**src/rtl/dmach_pkg.sv**
```systemverilog
// Package: register offsets and field positions for the DMA channel register block.
// Assumes a byte-addressed 256-byte window with word-aligned 32-bit registers.
package dmach_pkg;
    localparam int unsigned WIN_W = 8;
    localparam int unsigned DW    = 32;

    localparam logic [WIN_W-1:0] OFS_XFACT = 8'h08;
    localparam logic [WIN_W-1:0] OFS_SMODE = 8'h10;
    localparam logic [WIN_W-1:0] OFS_SEXT  = 8'h18;
    localparam logic [WIN_W-1:0] OFS_SLO   = 8'h20;
    localparam logic [WIN_W-1:0] OFS_USIZE = 8'h28;
    localparam logic [WIN_W-1:0] OFS_UCNT  = 8'h2C;
    localparam logic [WIN_W-1:0] OFS_CTRL  = 8'h30;
    localparam logic [WIN_W-1:0] OFS_IEN   = 8'h34;
    localparam logic [WIN_W-1:0] OFS_STAT  = 8'h40;
    localparam logic [WIN_W-1:0] OFS_RAW   = 8'h44;
    localparam logic [WIN_W-1:0] OFS_MSK   = 8'h48;
    localparam logic [WIN_W-1:0] SIDE_STEP = 8'h04;

    localparam int unsigned MODE_FIX_BIT = 4;
    localparam int unsigned MODE_WID_LSB = 24;
    localparam int unsigned GAP_LSB      = 16;
    localparam int unsigned NFLAG        = 2;   // bit 0 completion, bit 1 error
endpackage

```
**src/rtl/dmach_setup_regs.sv**
```systemverilog
// Setup register storage: per-side mode, extension and low address words,
// plus the unit size, unit count, request select and gap fields.
// Assumes the caller qualifies wr_en with a decoded write strobe. Writes are
// dropped while locked is high.
module dmach_setup_regs
    import dmach_pkg::*;
#(
    parameter int unsigned EXT_W = 8,
    parameter int unsigned US_W  = 26,
    parameter int unsigned UC_W  = 16,
    parameter int unsigned RS_W  = 6,
    parameter int unsigned GAP_W = 8
) (
    input  logic                  clk,
    input  logic                  rst_n,
    input  logic                  wr_en,
    input  logic                  locked,
    input  logic [WIN_W-1:0]      addr,
    input  logic [DW-1:0]         wdata,
    output logic [1:0]            side_fixed,
    output logic [1:0][1:0]       side_width,
    output logic [1:0][EXT_W-1:0] side_ext,
    output logic [1:0][DW-1:0]    side_lo,
    output logic [US_W-1:0]       unit_size,
    output logic [UC_W-1:0]       unit_count,
    output logic [RS_W-1:0]       req_sel,
    output logic [GAP_W-1:0]      gap
);
    logic wr_ok;
    assign wr_ok = wr_en & ~locked;

    for (genvar s = 0; s < 2; s++) begin : g_side
        localparam logic [WIN_W-1:0] MODE_A = OFS_SMODE + SIDE_STEP * WIN_W'(s);
        localparam logic [WIN_W-1:0] EXT_A  = OFS_SEXT  + SIDE_STEP * WIN_W'(s);
        localparam logic [WIN_W-1:0] LO_A   = OFS_SLO   + SIDE_STEP * WIN_W'(s);
        logic             fix_q;
        logic [1:0]       wid_q;
        logic [EXT_W-1:0] ext_q;
        logic [DW-1:0]    lo_q;

        // Holds this side's address mode, width and address words.
        always_ff @(posedge clk) begin
            if (!rst_n) begin
                fix_q <= 1'b0;
                wid_q <= '0;
                ext_q <= '0;
                lo_q  <= '0;
            end else if (wr_ok) begin
                if (addr == MODE_A) begin
                    fix_q <= wdata[MODE_FIX_BIT];
                    wid_q <= wdata[MODE_WID_LSB +: 2];
                end
                if (addr == EXT_A) ext_q <= wdata[EXT_W-1:0];
                if (addr == LO_A)  lo_q  <= wdata;
            end
        end

        assign side_fixed[s] = fix_q;
        assign side_width[s] = wid_q;
        assign side_ext[s]   = ext_q;
        assign side_lo[s]    = lo_q;
    end

    // Holds the shared transfer-shape fields.
    always_ff @(posedge clk) begin
        if (!rst_n) begin
            unit_size  <= '0;
            unit_count <= '0;
            req_sel    <= '0;
            gap        <= '0;
        end else if (wr_ok) begin
            if (addr == OFS_XFACT) begin
                req_sel <= wdata[RS_W-1:0];
                gap     <= wdata[GAP_LSB +: GAP_W];
            end
            if (addr == OFS_USIZE) unit_size  <= wdata[US_W-1:0];
            if (addr == OFS_UCNT)  unit_count <= wdata[UC_W-1:0];
        end
    end
endmodule

```
**src/rtl/dmach_req_ctrl.sv**
```systemverilog
// Sticky transfer request bit. Software sets or clears it, and an engine
// completion or error pulse clears it. A software write in the same cycle wins.
module dmach_req_ctrl (
    input  logic clk,
    input  logic rst_n,
    input  logic ctrl_wr,
    input  logic ctrl_bit,
    input  logic eng_done,
    input  logic eng_err,
    output logic req
);
    // Updates the request bit by priority: write, then engine end.
    always_ff @(posedge clk) begin
        if (!rst_n)                  req <= 1'b0;
        else if (ctrl_wr)            req <= ctrl_bit;
        else if (eng_done | eng_err) req <= 1'b0;
    end
endmodule

```
**src/rtl/dmach_irq_ctrl.sv**
```systemverilog
// Interrupt enables and raw flags with write-one-to-clear, plus the masked
// view and the interrupt line. An event beats a clear of the same bit.
module dmach_irq_ctrl #(
    parameter int unsigned N = 2
) (
    input  logic         clk,
    input  logic         rst_n,
    input  logic         en_wr,
    input  logic         raw_wr,
    input  logic [N-1:0] wbits,
    input  logic [N-1:0] events,
    output logic [N-1:0] en,
    output logic [N-1:0] raw,
    output logic [N-1:0] masked,
    output logic         irq
);
    // Holds the enable bits.
    always_ff @(posedge clk) begin
        if (!rst_n)     en <= '0;
        else if (en_wr) en <= wbits;
    end

    // Sets raw flags on events and clears the bits written as one.
    always_ff @(posedge clk) begin
        if (!rst_n) raw <= '0;
        else        raw <= (raw & ~(raw_wr ? wbits : '0)) | events;
    end

    assign masked = raw & en;
    assign irq    = |masked;
endmodule

```
**src/rtl/dma_chan_csr.sv**
```systemverilog
// Top of one DMA channel's register block. Decodes the bus, holds the setup,
// request and interrupt state, and registers the read data.
// Assumes single-cycle write and read strobes that are never high together,
// word-aligned offsets, and field widths of 32 bits or less.
module dma_chan_csr
    import dmach_pkg::*;
#(
    parameter int unsigned EXT_W = 8,
    parameter int unsigned US_W  = 26,
    parameter int unsigned UC_W  = 16,
    parameter int unsigned RS_W  = 6,
    parameter int unsigned GAP_W = 8
) (
    input  logic               clk,
    input  logic               rst_n,
    input  logic               bus_wr,
    input  logic               bus_rd,
    input  logic [7:0]         bus_addr,
    input  logic [31:0]        bus_wdata,
    output logic [31:0]        bus_rdata,
    input  logic               eng_done,
    input  logic               eng_err,
    input  logic               eng_busy,
    output logic               xfer_req,
    output logic [EXT_W+31:0]  src_addr,
    output logic [EXT_W+31:0]  dst_addr,
    output logic               src_fixed,
    output logic               dst_fixed,
    output logic [1:0]         src_width,
    output logic [1:0]         dst_width,
    output logic [US_W-1:0]    unit_size,
    output logic [UC_W-1:0]    unit_count,
    output logic [RS_W-1:0]    req_sel,
    output logic [GAP_W-1:0]   gap_clks,
    output logic               irq
);
    logic [1:0]            side_fixed;
    logic [1:0][1:0]       side_width;
    logic [1:0][EXT_W-1:0] side_ext;
    logic [1:0][DW-1:0]    side_lo;
    logic [NFLAG-1:0]      irq_en, raw_flags, masked_flags;
    logic [DW-1:0]         rd_mux;

    dmach_setup_regs #(
        .EXT_W(EXT_W), .US_W(US_W), .UC_W(UC_W), .RS_W(RS_W), .GAP_W(GAP_W)
    ) u_setup (
        .clk(clk), .rst_n(rst_n), .wr_en(bus_wr), .locked(eng_busy),
        .addr(bus_addr), .wdata(bus_wdata),
        .side_fixed(side_fixed), .side_width(side_width),
        .side_ext(side_ext), .side_lo(side_lo),
        .unit_size(unit_size), .unit_count(unit_count),
        .req_sel(req_sel), .gap(gap_clks)
    );

    dmach_req_ctrl u_req (
        .clk(clk), .rst_n(rst_n),
        .ctrl_wr(bus_wr && bus_addr == OFS_CTRL), .ctrl_bit(bus_wdata[0]),
        .eng_done(eng_done), .eng_err(eng_err), .req(xfer_req)
    );

    dmach_irq_ctrl #(.N(NFLAG)) u_irq (
        .clk(clk), .rst_n(rst_n),
        .en_wr(bus_wr && bus_addr == OFS_IEN),
        .raw_wr(bus_wr && bus_addr == OFS_RAW),
        .wbits(bus_wdata[NFLAG-1:0]), .events({eng_err, eng_done}),
        .en(irq_en), .raw(raw_flags), .masked(masked_flags), .irq(irq)
    );

    assign src_fixed = side_fixed[0];
    assign dst_fixed = side_fixed[1];
    assign src_width = side_width[0];
    assign dst_width = side_width[1];
    assign src_addr  = {side_ext[0], side_lo[0]};
    assign dst_addr  = {side_ext[1], side_lo[1]};

    // Selects the addressed register's value, zero for unused offsets.
    always_comb begin
        rd_mux = '0;
        case (bus_addr)
            OFS_XFACT: rd_mux = DW'(req_sel) | (DW'(gap_clks) << GAP_LSB);
            8'h10:     rd_mux = (DW'(side_width[0]) << MODE_WID_LSB) | (DW'(side_fixed[0]) << MODE_FIX_BIT);
            8'h14:     rd_mux = (DW'(side_width[1]) << MODE_WID_LSB) | (DW'(side_fixed[1]) << MODE_FIX_BIT);
            8'h18:     rd_mux = DW'(side_ext[0]);
            8'h1C:     rd_mux = DW'(side_ext[1]);
            8'h20:     rd_mux = side_lo[0];
            8'h24:     rd_mux = side_lo[1];
            OFS_USIZE: rd_mux = DW'(unit_size);
            OFS_UCNT:  rd_mux = DW'(unit_count);
            OFS_CTRL:  rd_mux = DW'(xfer_req);
            OFS_IEN:   rd_mux = DW'(irq_en);
            OFS_STAT:  rd_mux = DW'(eng_busy);
            OFS_RAW:   rd_mux = DW'(raw_flags);
            OFS_MSK:   rd_mux = DW'(masked_flags);
            default:   rd_mux = '0;
        endcase
    end

    // Captures read data on a read strobe and holds it otherwise.
    always_ff @(posedge clk) begin
        if (!rst_n)      bus_rdata <= '0;
        else if (bus_rd) bus_rdata <= rd_mux;
    end
endmodule

```
**config.mk**
```make
export PLATFORM = sky130hd
export DESIGN_NAME = dma_chan_csr
export DESIGN_NICKNAME = d
export VERILOG_FILES = /design/src/rtl/dmach_pkg.sv /design/src/rtl/dmach_setup_regs.sv /design/src/rtl/dmach_req_ctrl.sv /design/src/rtl/dmach_irq_ctrl.sv /design/src/rtl/dma_chan_csr.sv
export SDC_FILE = /design/constraint.sdc
export NUM_CORES = 1
export LEC_CHECK = 0
export BUFFER_PORTS_ARGS = -buffer_cell sky130_fd_sc_hd__buf_2
export CORE_UTILIZATION = 56
export DETAILED_ROUTE_END_ITERATION = 12
export PLACE_DENSITY = 0.84
export SLEW_MARGIN = 20
export SYNTH_ARGS = -nofsm -noshare
export SYNTH_HDL_FRONTEND = slang
export SYNTH_HIERARCHICAL = 1
export SYNTH_SLANG_ARGS = --single-unit
```
**constraint.sdc**
```tcl
create_clock -name clk -period 3.2 [get_ports clk]
set_input_delay 0 -clock clk [delete_from_list [all_inputs] [get_ports clk]]
set_output_delay 0 -clock clk [all_outputs]
set_load 0.1 [all_outputs]
```
==> qor.yml <==
finish:
  layout.cells.non_filler: 1200
  post_route_cells_drive_above_1_share_pct: 29.20
  nets: 1060
  nFillCells: 1004
  fin_util_pct: 73.16
  syn_to_final_growth_pct: 25.35
  antenna_cells: 0
power:
  leakage_nw: 5.127
  peakVddDrop_mv: 0.4964
  p_per_area_nw_per_um2: 445.2
sta:
  setup_violations: 0
  slew_violations: 0
  rsz0062_at_grt: "false"
  hold_viol: 1
  fmax_mhz: 457.0
  skew_ns: 0.007108
  relSlewSlack_pct: 49.24
  worst_slew_pin_slew_ns: 0.7598
  post-route-period-util_pct: 68.38
  hold_ws_ns: -0.002713
  min_period_ns: 2.188
  timing.setup.tns_ns: 0
placed_design:
  portBuffers: 222
  dp_hpwl_um: 15450
  dp.cells: 1135
  gp_congestion: 0.8612
global_route:
  grt_pass1_vias: 6918
  grt_max_degree: 67
  global_route.usage.total_pct: 32.50
  grt_overflow: 0
  antenna_found_initial: 0
  grt_pass1_wl_um: 36540
detailed_routing:
  wl_per_cell_um: 19.23
  dr.pass1.iters: 5
  drc: 0
  finalWirelength_um: 23080
  via_count: 7044
  routed_via_density: 5.870
  drtAntennaViolNets: 0
  drt_iter0_drc: 539
synth:
  synth.area.top_cells: "dfxtp_1 46%, mux2i_1 20%, nand2_1 9.8%"
  synth_area_um2: 7851
  ys_types: 58
  netlist_instances: 777
  synth_fp_nets: 824
  synth_top_area_cell: "dfxtp_1"
  ys_ff_latch: 179
  yosys_warnings: 6
  synth_top_area_share_pct: 45.64
  syn_area_per_cell_um2: 10.10
  synth-seq-area-share_pct: 45.64
status:
  failed_checks: "hold timing"
  status: "complete, but fails checks"
worst_setup_path:
  rrSetupSlack_ns: 1.13
  critPathKind: "primary input to register"
  critPathCaptureType: "register"
  cp_max_fo: 28
  required_ns: 3.58
  start_kind: "primary input"
  crit_arrival_ns: 2.57
clock_tree:
  cts_tree: "yes"
  htree_levels: 4
  cts_resized: 0
  clkTransAtPathRegs_ns: 0.06
  cts_buffers: 17
  clock_sinks: 179
  cts_buffer_depth: 2
  cts-root-buf: "clkbuf_16"
  cts_setup_buffers: 0
  clock_latency_ns: 0.43
floorplan:
  dieArea_um2: 14500
  initial_utilization_pct: 58.36
  die_h_um: 120.4
  num_rows: 42
  fp.dieW_um: 120.4
  pin_count: 223
  core_um2: 13450
flow_run:
  drv_cap: 0
hold_path:
  min_path_type: "primary input to register"
worst max-delay path: stages:
cell and delay [ns]:
buf_2 0.52, nor4_4 0.15, nand2_1 0.11, nor2_1 0.05
or4b_1 0.45, dlygate4sd3_1 0.58, a21boi_1 0.12, dlygate4sd3_1 0.55
power by group:
part	leakage, nW	internal (W)	switching (W)
clock network	0.259	0.00106	0.000824
logic	3.43	0.0000924	0.000169
registers	1.44	0.00223	0.00000299
total	5.13	0.00339	0.000996
metal layers:
metal / track usage, % / wire length (um) / vias to the layer above
met3: 7.689 / 1954 / 70
met4: 16.13 / 849 / 0
met1: 39.78 / 9296 / 3378
li1: - / - / 3250
met5: 0 / 0 / -
met2: 53.52 / 10980 / 346
stage by stage:
stage                     area, um^2  hold slack, ns  setup WS, ns  total power (W)
after detailed placement        8969          0.2388         1.033         0.002506
after floorplan                 7851          0.1002         1.337         0.002424
after global placement          8969          0.2395         1.090         0.002505
after CTS                       9842       0.0005831         1.085         0.004389
final                           9842       -0.002713         1.012         0.004381
after global routing            9842         0.02289        0.9614         0.004514
registers in the layout, indices dropped and copies added, names as in the netlist:
name	cells
u_setup/unit_size	26
u_req/req	1
u_setup/g_side.lo_q	64
u_setup/g_side.wid_q	4
bus_rdata	32
u_setup/req_sel	6
u_setup/g_side.fix_q	2
u_irq/en	2
u_irq/raw	2
u_setup/g_side.ext_q	16
u_setup/gap	8
u_setup/unit_count	16
path summary, 6_finish.rpt:
kind,start,end,cells past startpoint
worst max-delay path,bus_addr[3],u_req/req,8
worst min-delay path,bus_wdata[5],u_setup/g_side[1].ext_q[5],3
worst max register to register,u_req/req,u_req/req,4
worst min register to register,bus_rdata[26],bus_rdata[26],2
layout make-up:
cell class | count | area (um^2) | share of cell area, %
Clock inverter | 5 | 27.53 | 0.2797
Tap cell | 176 | 220.2 | 2.237
Multi-Input combinational cell | 541 | 3926 | 39.89
Inverter | 4 | 15.01 | 0.1526
Sequential cell | 179 | 3583 | 36.41
Timing Repair Buffer | 270 | 1574 | 15.99
Clock buffer | 25 | 495.5 | 5.034
layout by cell type, fill, tap and decap left out, drive strengths merged, types with 9 or more instances in the layout:
master	count
buf	235
nor2	14
dfxtp	179
mux4	11
a22o	15
nand2	206
mux2i	154
nand3	14
dlygate4sd3	35
o21ai	21
clkbuf	25
a22oi	9
a221oi	17
kinds of logic (layout without fill, tap and decap cells):
kind of cell / Yosys count / count (layout) / share of synthesized area (%)
AND/OR/NAND/NOR: 274 / 274 / 16.85
multiplexers: 168 / 168 / 23.22
AO/OA/AOI/OAI: 99 / 99 / 9.849
flip-flops: 179 / 179 / 45.64
buffers and inverters: 57 / 304 / 4.446
repair_timing:
| action | 4_1_cts | 5_1_grt |
|---|---|---|
| hold buffers | 35 | 0 |
| endpoints found under the hold margin | 106 | 0 |
| endpoints found under the setup margin | 0 | 0 |
cell usage after synthesis (all sizes together):
library cell / instances
a211oi: 1
a21boi: 1
a21oi: 4
a221oi: 17
a22o: 15
a22oi: 9
a2bb2oi: 1
a311oi: 1
a31oi: 2
a32o: 8
a32oi: 2
and2: 4
and2b: 1
and3: 3
and4bb: 2
buf: 30
clkbuf: 23
dfxtp: 179
inv: 4
mux2: 3
mux2i: 154
mux4: 11
nand2: 206
nand2b: 1
nand3: 14
nand3b: 1
nor2: 14
nor2b: 8
nor3: 3
nor3b: 3
nor4: 3
nor4b: 7
o211a: 1
o21ai: 21
o22ai: 3
o2bb2ai: 4
o311a: 1
o311ai: 1
o31ai: 6
o41ai: 1
or2: 1
or4b: 3
(Power assumes the default switching activity.)
